`config.mk`:
```
export PLATFORM = sky130hd
export DESIGN_NAME = pcs_top
export DESIGN_NICKNAME = d
export VERILOG_FILES = /design/src/rtl/pcs_pkg.sv /design/src/rtl/pcs_phase.sv /design/src/rtl/pcs_opsel.sv /design/src/rtl/pcs_next.sv /design/src/rtl/pcs_stack.sv /design/src/rtl/pcs_top.sv
export SDC_FILE = /design/constraint.sdc
export NUM_CORES = 1
export LEC_CHECK = 0
export BUFFER_PORTS_ARGS = -buffer_cell sky130_fd_sc_hd__buf_2
export CAP_MARGIN = 20
export CORE_UTILIZATION = 58
export CTS_CLUSTER_SIZE = 10
export DETAILED_ROUTE_END_ITERATION = 8
export GPL_ROUTABILITY_DRIVEN = 0
export PLACE_DENSITY = 0.78
export SETUP_SLACK_MARGIN = 0.15
export SYNTH_ARGS = -nofsm -noshare
export SYNTH_HDL_FRONTEND = slang
export SYNTH_SLANG_ARGS = --single-unit
export TNS_END_PERCENT = 5
```
`constraint.sdc`:
```
create_clock -name clk -period 3.8 [get_ports clk]
set_input_delay 0.19 -clock clk [delete_from_list [all_inputs] [get_ports clk]]
set_output_delay 0.19 -clock clk [all_outputs]
set_load 0.02 [all_outputs]
```
`src/rtl/pcs_pkg.sv`:
```
// Shared types for the program counter sequencer.
// Assumes at most one operation is selected per instruction cycle.
package pcs_pkg;
    typedef enum logic [2:0] {
        OP_HOLD,
        OP_INC,
        OP_TJMP,
        OP_JMP,
        OP_CALL,
        OP_INTR,
        OP_RETC,
        OP_RETI
    } pc_op_e;
endpackage

```
`src/rtl/pcs_phase.sv`:
```
// Instruction-cycle phase divider: counts oscillator clocks and raises
// a strobe on the last clock of each cycle. Assumes DIV >= 2.
module pcs_phase #(
    parameter int DIV = 4
) (
    input  logic clk,
    input  logic rst_n,
    output logic strobe
);
    localparam int CW = (DIV > 2) ? $clog2(DIV) : 1;
    localparam logic [CW-1:0] LAST = CW'(DIV - 1);

    logic [CW-1:0] cnt;

    // Advance the phase and wrap after the last clock of the cycle.
    always_ff @(posedge clk) begin
        if (!rst_n)            cnt <= '0;
        else if (cnt == LAST)  cnt <= '0;
        else                   cnt <= cnt + 1'b1;
    end

    assign strobe = (cnt == LAST);

    // the strobe never lasts two consecutive clocks.
    assert_strobe_gap_R2: assert property (@(posedge clk) disable iff (!rst_n)
        strobe |=> !strobe);
endmodule

```
`src/rtl/pcs_opsel.sv`:
```
// Priority selector: turns the raw operation strobes into one encoded
// operation. Assumes the caller qualifies the result with the cycle strobe.
module pcs_opsel
    import pcs_pkg::*;
(
    input  logic   op_inc,
    input  logic   op_jump,
    input  logic   op_call,
    input  logic   op_irq,
    input  logic   op_reti,
    input  logic   op_retc,
    input  logic   op_tjmp,
    output pc_op_e op_sel
);
    // Fixed order: returns first, then entries, then plain flow changes.
    always_comb begin
        if (op_reti)       op_sel = OP_RETI;
        else if (op_retc)  op_sel = OP_RETC;
        else if (op_irq)   op_sel = OP_INTR;
        else if (op_call)  op_sel = OP_CALL;
        else if (op_jump)  op_sel = OP_JMP;
        else if (op_tjmp)  op_sel = OP_TJMP;
        else if (op_inc)   op_sel = OP_INC;
        else               op_sel = OP_HOLD;
    end
endmodule

```
`src/rtl/pcs_next.sv`:
```
// Next-state logic: computes the next program counter, the stack request
// and the next carry / table-branch / accumulator values from the selected
// operation. Purely combinational; assumes PC_W > 8.
module pcs_next
    import pcs_pkg::*;
#(
    parameter int              PC_W    = 12,
    parameter logic [PC_W-1:0] INT_VEC = 12'h008
) (
    input  pc_op_e          op_sel,
    input  logic [PC_W-1:0] pc,
    input  logic [PC_W-1:0] jump_addr,
    input  logic            carry_in,
    input  logic [3:0]      tbr_in,
    input  logic [3:0]      acc_in,
    input  logic [7:0]      rom_low,
    input  logic [PC_W:0]   stack_top,
    output logic [PC_W-1:0] pc_nxt,
    output logic            push_req,
    output logic            pop_req,
    output logic [PC_W:0]   push_data,
    output logic            carry_nxt,
    output logic [3:0]      tbr_nxt,
    output logic [3:0]      acc_nxt
);
    localparam int CNT_W = PC_W - 1;

    logic [PC_W-1:0] pc_inc;

    // Increment within the counting field, leaving the page bit alone.
    always_comb begin
        pc_inc = {pc[PC_W-1], pc[CNT_W-1:0] + CNT_W'(1)};
    end

    // Select the next values for the chosen operation.
    always_comb begin
        pc_nxt    = pc;
        push_req  = 1'b0;
        pop_req   = 1'b0;
        push_data = '0;
        carry_nxt = carry_in;
        tbr_nxt   = tbr_in;
        acc_nxt   = acc_in;
        unique case (op_sel)
            OP_HOLD: pc_nxt = pc;
            OP_INC:  pc_nxt = pc_inc;
            OP_TJMP: pc_nxt = {pc[PC_W-1:8], tbr_in, acc_in};
            OP_JMP:  pc_nxt = jump_addr;
            OP_CALL: begin
                pc_nxt    = {pc[PC_W-1], jump_addr[CNT_W-1:0]};
                push_req  = 1'b1;
                push_data = {carry_in, pc_inc};
            end
            OP_INTR: begin
                pc_nxt    = INT_VEC;
                push_req  = 1'b1;
                push_data = {carry_in, pc};
            end
            OP_RETC: begin
                pc_nxt  = stack_top[PC_W-1:0];
                pop_req = 1'b1;
                tbr_nxt = rom_low[7:4];
                acc_nxt = rom_low[3:0];
            end
            OP_RETI: begin
                pc_nxt    = stack_top[PC_W-1:0];
                pop_req   = 1'b1;
                carry_nxt = stack_top[PC_W];
            end
            default: pc_nxt = pc;
        endcase
    end

    // push and pop are never requested together.
    assert_push_pop_excl_R11: assert final (!(push_req && pop_req));
endmodule

```
`src/rtl/pcs_stack.sv`:
```
// Return stack built as a shift register: level 0 is the top. A push
// shifts every level down and drops the bottom; a pop shifts every level
// up and keeps the bottom. A depth counter saturates at 0 and at DEPTH.
// Assumes push and pop are never high together and DEPTH >= 2.
module pcs_stack #(
    parameter int DEPTH = 8,
    parameter int W     = 13
) (
    input  logic         clk,
    input  logic         rst_n,
    input  logic         push,
    input  logic         pop,
    input  logic [W-1:0] din,
    output logic [W-1:0] top
);
    localparam int DW = $clog2(DEPTH + 1);
    localparam logic [DW-1:0] FULL = DW'(DEPTH);

    logic [W-1:0]  lvl [DEPTH];
    logic [DW-1:0] depth;

    for (genvar i = 0; i < DEPTH; i++) begin : g_lvl
        if (i == 0) begin : g_top
            // Top level: takes new data on push, the level below on pop.
            always_ff @(posedge clk) begin
                if (!rst_n)     lvl[i] <= '0;
                else if (push)  lvl[i] <= din;
                else if (pop)   lvl[i] <= lvl[i+1];
            end
        end else if (i == DEPTH - 1) begin : g_bot
            // Bottom level: takes the level above on push, holds on pop.
            always_ff @(posedge clk) begin
                if (!rst_n)     lvl[i] <= '0;
                else if (push)  lvl[i] <= lvl[i-1];
            end
        end else begin : g_mid
            // Middle level: shifts down on push, up on pop.
            always_ff @(posedge clk) begin
                if (!rst_n)     lvl[i] <= '0;
                else if (push)  lvl[i] <= lvl[i-1];
                else if (pop)   lvl[i] <= lvl[i+1];
            end
        end
    end

    // Track how many levels hold live entries, saturating both ways.
    always_ff @(posedge clk) begin
        if (!rst_n)                           depth <= '0;
        else if (push && depth != FULL)       depth <= depth + 1'b1;
        else if (pop && depth != '0)          depth <= depth - 1'b1;
    end

    assign top = lvl[0];

    // the live count never exceeds the number of levels.
    assert_depth_bound_R9: assert property (@(posedge clk) disable iff (!rst_n)
        depth <= FULL);
    // a push on a full stack keeps it full and moves the next-oldest down.
    assert_overflow_drop_R9: assert property (@(posedge clk) disable iff (!rst_n)
        (push && depth == FULL) |=> (depth == FULL && lvl[DEPTH-1] == $past(lvl[DEPTH-2])));
    // a pop keeps the bottom level in place.
    assert_bottom_keep_R10: assert property (@(posedge clk) disable iff (!rst_n)
        pop |=> $stable(lvl[DEPTH-1]));
endmodule

```
`src/rtl/pcs_top.sv`:
```
// Program counter sequencer top: phase divider, operation selector,
// next-state logic and return stack around the architectural registers.
// Assumes the strobes are held by decode through the cycle's last clock.
module pcs_top #(
    parameter int                PC_W    = 12,
    parameter int                DEPTH   = 8,
    parameter int                DIV     = 4,
    parameter logic [PC_W-1:0]   INT_VEC = 12'h008
) (
    input  logic            clk,
    input  logic            rst_n,
    input  logic            op_inc,
    input  logic            op_jump,
    input  logic            op_call,
    input  logic            op_irq,
    input  logic            op_reti,
    input  logic            op_retc,
    input  logic            op_tjmp,
    input  logic [PC_W-1:0] jump_addr,
    input  logic            carry_in,
    input  logic [3:0]      acc_in,
    input  logic [3:0]      tbr_in,
    input  logic [15:0]     rom_data,
    output logic [PC_W-1:0] fetch_addr,
    output logic            carry_out,
    output logic [3:0]      tbr_out,
    output logic [3:0]      acc_out,
    output logic            cyc_strobe
);
    import pcs_pkg::*;

    localparam int CNT_W = PC_W - 1;
    localparam int SW    = PC_W + 1;

    pc_op_e          op_sel;
    logic [PC_W-1:0] pc_q, pc_nxt;
    logic            carry_q, carry_nxt;
    logic [3:0]      tbr_q, tbr_nxt, acc_q, acc_nxt;
    logic            push_req, pop_req;
    logic [SW-1:0]   push_data, stack_top;
    logic            unused_rom_hi;

    assign unused_rom_hi = ^rom_data[15:8];

    pcs_phase #(.DIV(DIV)) u_phase (
        .clk    (clk),
        .rst_n  (rst_n),
        .strobe (cyc_strobe)
    );

    pcs_opsel u_opsel (
        .op_inc  (op_inc),
        .op_jump (op_jump),
        .op_call (op_call),
        .op_irq  (op_irq),
        .op_reti (op_reti),
        .op_retc (op_retc),
        .op_tjmp (op_tjmp),
        .op_sel  (op_sel)
    );

    pcs_next #(.PC_W(PC_W), .INT_VEC(INT_VEC)) u_next (
        .op_sel    (op_sel),
        .pc        (pc_q),
        .jump_addr (jump_addr),
        .carry_in  (carry_in),
        .tbr_in    (tbr_in),
        .acc_in    (acc_in),
        .rom_low   (rom_data[7:0]),
        .stack_top (stack_top),
        .pc_nxt    (pc_nxt),
        .push_req  (push_req),
        .pop_req   (pop_req),
        .push_data (push_data),
        .carry_nxt (carry_nxt),
        .tbr_nxt   (tbr_nxt),
        .acc_nxt   (acc_nxt)
    );

    pcs_stack #(.DEPTH(DEPTH), .W(SW)) u_stack (
        .clk   (clk),
        .rst_n (rst_n),
        .push  (push_req && cyc_strobe),
        .pop   (pop_req && cyc_strobe),
        .din   (push_data),
        .top   (stack_top)
    );

    // Commit the next architectural state once per instruction cycle.
    always_ff @(posedge clk) begin
        if (!rst_n) begin
            pc_q    <= '0;
            carry_q <= 1'b0;
            tbr_q   <= '0;
            acc_q   <= '0;
        end else if (cyc_strobe) begin
            pc_q    <= pc_nxt;
            carry_q <= carry_nxt;
            tbr_q   <= tbr_nxt;
            acc_q   <= acc_nxt;
        end
    end

    assign fetch_addr = pc_q;
    assign carry_out  = carry_q;
    assign tbr_out    = tbr_q;
    assign acc_out    = acc_q;

    // outside the update edge nothing visible moves.
    assert_hold_between_R2: assert property (@(posedge clk) disable iff (!rst_n)
        !cyc_strobe |=> ($stable(fetch_addr) && $stable(carry_out)
                         && $stable(tbr_out) && $stable(acc_out)));
    // a lone increment bumps the count field and keeps the page bit.
    assert_inc_wrap_R3: assert property (@(posedge clk) disable iff (!rst_n)
        (cyc_strobe && op_inc && !(op_jump || op_call || op_irq || op_reti || op_retc || op_tjmp))
        |=> (fetch_addr[PC_W-1] == $past(fetch_addr[PC_W-1])
             && fetch_addr[CNT_W-1:0] == CNT_W'($past(fetch_addr[CNT_W-1:0]) + 1'b1)));
    // a constant return leaves the live carry and loads the ROM byte.
    assert_retc_carry_R7: assert property (@(posedge clk) disable iff (!rst_n)
        (cyc_strobe && op_retc && !op_reti)
        |=> (carry_out == $past(carry_in) && {tbr_out, acc_out} == $past(rom_data[7:0])));
    // a lone table jump splices the nibbles under the kept high bits.
    assert_tjmp_splice_R8: assert property (@(posedge clk) disable iff (!rst_n)
        (cyc_strobe && op_tjmp && !(op_jump || op_call || op_irq || op_reti || op_retc))
        |=> fetch_addr == {$past(fetch_addr[PC_W-1:8]), $past(tbr_in), $past(acc_in)});
endmodule

```
Word-level counts from Yosys, hierarchy flattened --
Memories as Yosys holds them, arrays and structs flattened. Cells that the tools add are included.
Word-level totals: logic and storage cells 84, memory bits (writable) 104, memories 1, register bits after elaboration 23, output and inout bits 22
Operators by class: bitwise operators 20, add/subtract/negate cells 2, equal/unequal tests 8, muxes and demuxes 37, reduce and logical (&&, ||, !) cells 9
Memories:
- u_stack.lvl | words 8, width 13, read ports 8, clocked after Yosys merged registers in 0, write ports 8, line pcs_stack.sv:19 | logic [W-1:0] lvl [DEPTH];
Operator list (count):
- 13-bit 2-to-1 mux | 15
- 12-bit one-hot mux with 6 select lines | 1
- 13-bit one-hot mux with 2 select lines | 1
- 3-bit 2-to-1 mux | 6
- 1-bit bitwise OR | 15
- 3-bit equality test (second input constant) | 4
- 1-bit 2-to-1 mux | 12
- 11-bit by 1-bit adder with 11-bit output (second input constant) | 1
- 4-bit 2-to-1 mux | 2
- 3-bit by 2-bit equality test with 1-bit output (second input constant) | 2
- 2-bit OR reduction | 3
- 1-bit inverter | 5
- 5-bit AND reduction | 1
- 3-bit by 1-bit equality test with 1-bit output (second input constant) | 1
- 3-bit zero test | 1
- 3-bit AND reduction | 1
- 2-bit by 1-bit adder with 2-bit output (second input constant) | 1
- 2-bit equality test (second input constant) | 1
- 1-bit logical AND | 2
- 2-bit AND reduction | 1

Logic depth before layout (Yosys ltp) --
Gate-level depths: netlist of the first run.
word-level depth 16, depth in mapped cells 8

Cells and area by module --
A second synthesis of the first run with hierarchy kept.
Unflattened totals: cell total of the unflattened synthesis 515, area total of the unflattened synthesis 6655.1 sq um
Modules (own cells, without submodules):
- pcs_stack | area each 4499.3 sq um, cells each 260, times used 1
- pcs_next | area each 1203.7 sq um, cells each 170, times used 1
- pcs_top | area each 833.3 sq um, cells each 70, times used 1
- pcs_phase | area each 73.8 sq um, cells each 5, times used 1
- pcs_opsel | area each 45.0 sq um, cells each 10, times used 1

Least setup slack after synthesis of the first run --
No wires, ideal clock.
kind flip-flop to flip-flop, start point register u_phase.cnt[0], end point memory u_stack.lvl[0][0] (enable), path slack 300 ps, arrival 3062 ps, clock period less this slack 3500 ps, buffers on the path 2, setup time 438 ps, cell stages (with the launch flop) 6, path through dfxtp_1 -> ha_1 -> buf_1 -> buf_1 -> nand2_1 -> nand2_1
RTL lines:
- from (decl) | line pcs_phase.sv:13 | logic [CW-1:0] cnt;
- from (signal assigned) | line pcs_phase.sv:19 | else cnt <= cnt + 1'b1;
- to (decl) | line pcs_stack.sv:19

==> run metrics, run 1 <==
clock slew at reported path FFs=0.06 ns; worst setup margin=between 1.5 and 2 ns; RSZ-0062 raised after global routing=false; Max-Cap Viols=0; Die H=about 100 microns; fin. max-slew vios=0; CTS root buffer=clkbuf_8; Vias=approximately 4,400; syn nets=~520; H-tree Lvls=4; Critical Path Max Stage Delay=0.77 ns; post-CTS sizing=0; P_sw=0.000769 W; DP HPWL=~8.6 mm; Num CTS Buffers=17; Reg2Reg Depth=6; Initial DRC Count=between 400 and 500; share of cells above drive strength 1=19.6%; routed length per instance=20.6 microns; Final ANT Viol Nets=0; CP Buf/Inv Count=2; crit-path cells=ha_1, nand2_1, buf_4, nor2_4, buf_4, a22o_1; initial antenna violation count=0; largest net degree at the start of global routing=79; sequential fraction of the synthesis area=61.4%; hold path start=rom_data[7]; Storage cell area=~3600 sq um; most common cell in the synthesized netlist=edfxtp_1; CTS tree=built; Top cell by count, worst path=buf_4; Post-synth EDFFs=roughly 100; status=completed; First-pass DRT Iterations=6; flops & latches, synth=127; first-pass GRT wire length=21.8 mm; crit path kind=reg2reg; Power Density=503 nW/um^2; share of flip-flops with an asynchronous set or reset=0%; post-synthesis cell count=roughly 480; Fillers=between 600 and 700; IO Count=68; Worst EP arrival=2.67 ns; Final #Nets=571; fin crit period=2.30 ns; r2r setup slk=1.50 ns; FP Rows=36; worst reg2reg path startpoint=u_phase.cnt[0]; Critical Path Source Type=flop; Worst Hold Depth=3; worst slack, placed=1.48 ns; DRC=0; hold endpoint=tbr_out[3]; Switching Fraction=a little under a quarter; Num Clock Sinks=approximately 130; top cells by area, synth=edfxtp_1, a22o_1, dfxtp_1; Final setup viols=0; n_diodes=0; die width=102 microns; setup TNS=0 ns; YS warnings=0; most instantiated cells after synthesis=edfxtp_1, a22o_1, nor2_1; Placeable Area=9770 sq um; clock network fraction of total power=44.7%; worst path required time=4.17 ns; GRT Total Usage=28.4%; dominant synthesized flop cell=edfxtp_1; crit share post-route=about three fifths; Netlist cell types=53; kind of end point of the critical path=flop; starting density of the core=59.7%; area leader, netlist=edfxtp_1; R2R Path End=u_stack.lvl[0][28]; Area Growth Syn to Fin=16.1%; Rel. slew slack=a little under a third; VDD IR max=~0.31 mV; Combinational Power Share=6.8%; Final Core Density=between 60 and 70%; post-synth top area share=53.6%; Least-Margin Pin Slew=slightly above 1 ns; vias in the first global route=just over 4,000; Synth Cell Area=5830 sq um; slowest CP cell=nor2_4; clk_lat worst skew=0.52 ns; Via density=6.59; Int Power=about 0.0026 W; Hold WC Path Type=in2reg; syn avg cell area=around 12 sq um; Layout Skew=0.00762 ns; final hold violation count=0; number of buffers added on ports=59; CP Max Fanout=41; Seq pwr share=48.5%; area of the multi-input gates=2070 sq um; Die Area=10,500 sq um; Crit path max-delay family=simple AND/OR/NAND/NOR gates; Post-Route WL=around 14 mm; P_leak=2.52 nW; remaining global-route overflow=0; fmax=about 440 MHz; Max clock buf depth=2
[kinds of logic after synthesis]
kind of cell               count (synthesis)  share of synthesized area (%)
AOI/OAI and AO/OA                        172                           22.9
adders and majority gates                  2                          0.429
buffers and inverters                     46                           3.48
DFF                                      127                           61.4
muxes                                      8                           1.37
and+or+nand+nor                          120                           10.4
[worst reg2reg max path: stages (launching register included)]
cell     delay, ns
dfxtp_1       0.34
ha_1          0.17
nand2_1       0.05
buf_4         0.23
nor2_4        0.77
buf_4         0.40
a22o_1        0.20
[through the flow]
step	std cells	hold slack [ns]	area (sq um)	total power, W
floorplan	475	0.366	5830	0.00181
global placement	635	0.416	6200	0.00189
detailed placement	635	0.425	6200	0.00190
CTS	669	0.00955	6770	0.00341
global route	669	0.0277	6770	0.00351
finish	669	0.0272	6770	0.00341
[power by group through the flow]
stage / registers, W / clock network [W] / logic [W]
3_5_place_dp: 0.00168 / 0 / 0.000227
4_1_cts: 0.00165 / 0.00153 / 0.000230
6_report: 0.00165 / 0.00152 / 0.000232
3_3_place_gp: 0.00167 / 0 / 0.000221
5_1_grt: 0.00166 / 0.00160 / 0.000249
2_1_floorplan: 0.00167 / 0 / 0.000137
[layout make-up]
class	instances	area share, %
clock buffer	25	6.86
tap	133	2.46
timing repair buffer	70	5.66
inverter	5	0.277
multi-input combinational	302	30.5
sequential	127	52.9
clock inverter	7	1.29
[per-layer routing]
metal,global-route usage [%],up-vias,share of wire [%]
li1,-,1991,-
met2,40.8,292,45
met5,0,-,0
met3,5.81,51,9.1
met4,14.3,0,3.8
met1,41.0,2073,42
[registers in the layout, indices dropped and copies added (netlist names)]
signal       flops
acc_out          4
u_phase.cnt      2
u_stack.lvl    104
fetch_addr      12
carry_out        1
tbr_out          4
[worst max path at each step]
stage                   start                  to  slack [ns]  cells after the start
6_report       u_phase.cnt[0]  u_stack.lvl[0][28]        1.50                      6
5_1_grt        u_phase.cnt[0]   u_stack.lvl[0][8]        1.37                      7
4_1_cts        u_phase.cnt[0]  u_stack.lvl[0][28]        1.50                      6
3_5_place_dp            rst_n   u_stack.lvl[0][2]        1.48                      7
3_3_place_gp            rst_n   u_stack.lvl[0][2]        1.50                      7
2_1_floorplan  u_phase.cnt[0]   u_stack.lvl[0][0]        0.30                      5
[cells in the final DEF, fill, tap and decap left out, types with 2 or more instances in the layout]
cell / n
o211ai_1: 2
nor2b_1: 3
dfxtp_1: 23
a31oi_1: 2
mux2i_1: 8
and2_1: 16
clkbuf_1: 6
inv_1: 5
a211oi_1: 11
o31ai_1: 3
and3_1: 5
a22oi_1: 16
o21ai_0: 13
nor3_1: 6
ha_1: 2
nor2_1: 36
a222oi_1: 4
clkbuf_8: 3
nand3_1: 5
a21oi_1: 26
buf_4: 9
a221o_1: 5
clkinv_2: 4
or2_2: 2
a311oi_1: 3
dlygate4sd3_1: 2
clkbuf_16: 16
edfxtp_1: 104
o21a_1: 2
nand4_1: 7
nand2_1: 25
o22ai_1: 2
a22o_1: 73
bufinv_16: 2
and4_1: 2
buf_2: 59
[repair_timing]
action,CTS,global route
setup endpoints to repair,0,0
hold endpoints to repair,2,0
hold buffers,2,0
buffers inserted,0,0
No activity file was read; power rests on OpenSTA's default activity.
==> run 2, diff against run 1 <==
CORE_UTILIZATION = 53   (was 58)
PLACE_DENSITY = 0.75   (was 0.78)
clock period = 1.84 ns   (was 3.8 ns; I/O delays follow)
==> run metrics, run 2 (synthesis results as in run 1) <==
H-tree Lvls=4 (unchanged); first-pass GRT wire length=24.3 mm (was 21.8 mm); DRC=0 (unchanged); Max clock buf depth=2 (unchanged); most frequent cells in the layout=edfxtp_1, a22o_1, buf_2, nor2_1, buf_4 (was edfxtp_1, a22o_1, buf_2, nor2_1, a21oi_1); starting density of the core=55.5% (was 59.7%); Final setup viols=0 (unchanged); Vias=4,735 (was 4,407); P_sw=0.00175 W (was 0.000769 W); Num CTS Buffers=17 (unchanged); CTS tree=built (unchanged); CP Max Fanout=9 (was 41); Max-Cap Viols=0 (unchanged); Final #Nets=632 (was 571); routed length per instance=21.0 microns (was 20.6 microns); Seq pwr share=46.1% (was 48.5%); VDD IR max=0.507 mV (was 0.315 mV); First-pass DRT Iterations=7 (was 6); number of buffers added on ports=59 (unchanged); IO Count=68 (unchanged); CTS root buffer=clkbuf_8 (unchanged); Int Power=0.00565 W (was 0.00264 W); clk_lat worst skew=0.54 ns (was 0.52 ns); commonest non-fill, non-tap cell in the layout=edfxtp_1 (unchanged); GRT Total Usage=28.6% (was 28.4%); Die H=107 microns (was 102 microns); crit share post-route=92.2% (was 60.4%); kind of end point of the critical path=flop (unchanged); Largest register FFs=104 (unchanged); clock network fraction of total power=45.3% (was 44.7%); share of cells above drive strength 1=26.6% (was 19.6%); Combinational Power Share=8.6% (was 6.8%); RSZ-0062 raised after global routing=true (was false); Layout Skew=0.0101 ns (was 0.00762 ns); vias in the first global route=4,555 (was 4,047); Rel. slew slack=48.6% (was 31.3%); FP Rows=37 (was 36); Final ANT Viol Nets=0 (unchanged); n_diodes=0 (unchanged); crit path kind=reg2reg (unchanged); Hold WC Path Type=in2reg (unchanged); Initial DRC Count=398 (was 486); P_leak=2.87 nW (was 2.52 nW); remaining global-route overflow=0 (unchanged); Critical Path Source Type=flop (unchanged); Largest Register=u_stack.lvl (unchanged); area of placed instances=6520 sq um (was 6200 sq um); Switching Fraction=23.6% (was 22.6%); Via density=6.46 (was 6.59); DP HPWL=9.25 mm (was 8.59 mm); fmax=589 MHz (was 436 MHz); die width=107 microns (was 102 microns); initial antenna violation count=0 (unchanged); worst path required time=2.13 ns (was 4.17 ns); Worst EP arrival=1.99 ns (was 2.67 ns); status=completed (unchanged); Post-Route WL=15.4 mm (was 13.8 mm); clock slew at reported path FFs=0.06 ns (about the same); fin. max-slew vios=0 (unchanged); total power=0.00739 W (was 0.00341 W); Final Cell Area=7560 sq um (was 6770 sq um); Least-Margin Pin Slew=0.770 ns (was 1.03 ns); Placeable Area=10,500 sq um (was 9770 sq um); largest net degree at the start of global routing=39 (was 79); final hold violation count=0 (unchanged); Num Clock Sinks=127 (unchanged); Power Density=978 nW/um^2 (was 503 nW/um^2); Area Growth Syn to Fin=29.6% (was 16.1%); fin crit period=1.70 ns (was 2.30 ns); Die Area=11,400 sq um (was 10,500 sq um)
run 2: cell types whose count changed in the layout (fill, tap and decap cells not counted), sizes merged:
cell	delta
dlygate4sd3	+26
buf	+33
bufinv	+1
bufbuf	+1
nor2	+1
clkbuf	-5
clkinvlp	+1
clkinv	+3
run 2: path summary, 6_finish.rpt:
kind | start | endpoint | slack (ns) | cells after the start
setup / recovery | fetch_addr[0] | u_stack.lvl[0][10] | 0.14 | 6
hold / removal | op_inc | fetch_addr[7] | 0.02 | 3
setup reg to reg | fetch_addr[0] | u_stack.lvl[0][10] | 0.14 | 6
hold reg to reg | u_phase.cnt[0] | u_phase.cnt[0] | 0.44 | 1
run 2: layout make-up:
cell class                      instances  area (sq um)
Inverter                                5          18.8
Multi-Input combinational cell        303          2150
Tap cell                              136           170
Fill cell                             676          2950
Clock inverter                         12           144
Clock buffer                           20           435
Timing Repair Buffer                  130          1040
Sequential cell                       127          3600
run 2: what timing repair did:
action                                  CTS  global route
hold endpoints to repair                 20             0
hold buffers                             28             0
endpoints found under the setup margin   94            69
buffers inserted                          4             4
pin swaps                                 2             1
cloned                                    2             0
resized for setup                         9            12
run 2: metal layers:
layer | share of wire, % | global-route usage (%)
met1 | 43 | 39.2
met2 | 47 | 43.0
met3 | 8.3 | 6.99
met4 | 2.5 | 13.1
met5 | 0 | 0
run 2: through the flow:
step	util (%)	TNS [ns]	std cells	hold slack [ns]	setup WS, ns
5_1_grt	71.9	0	733	0.0473	0.0885
3_5_place_dp	62.0	-2.32	663	0.402	-0.0847
2_1_floorplan	-	0	475	0.268	0.113
4_1_cts	71.2	0	729	0.00777	0.120
3_3_place_gp	62.0	-0.00367	663	0.401	-0.00245
6_report	71.9	0	733	0.0213	0.143
run 2: worst max-delay path, cell delays in order, from the launching register on:
cell and delay, ns:
dfxtp_4 0.41, ha_2 0.19, and3_2 0.24, nand3_1 0.13
a21oi_1 0.17, nor2_1 0.06, a221o_1 0.25
run 2: power by group through the flow:
stage,clock [W],combinational (W),sequential [W]
2_1_floorplan,0,0.000298,0.00345
3_3_place_gp,0,0.000523,0.00345
3_5_place_dp,0,0.000537,0.00346
4_1_cts,0.00335,0.000605,0.00341
5_1_grt,0.00347,0.000676,0.00343
6_report,0.00335,0.000634,0.00341
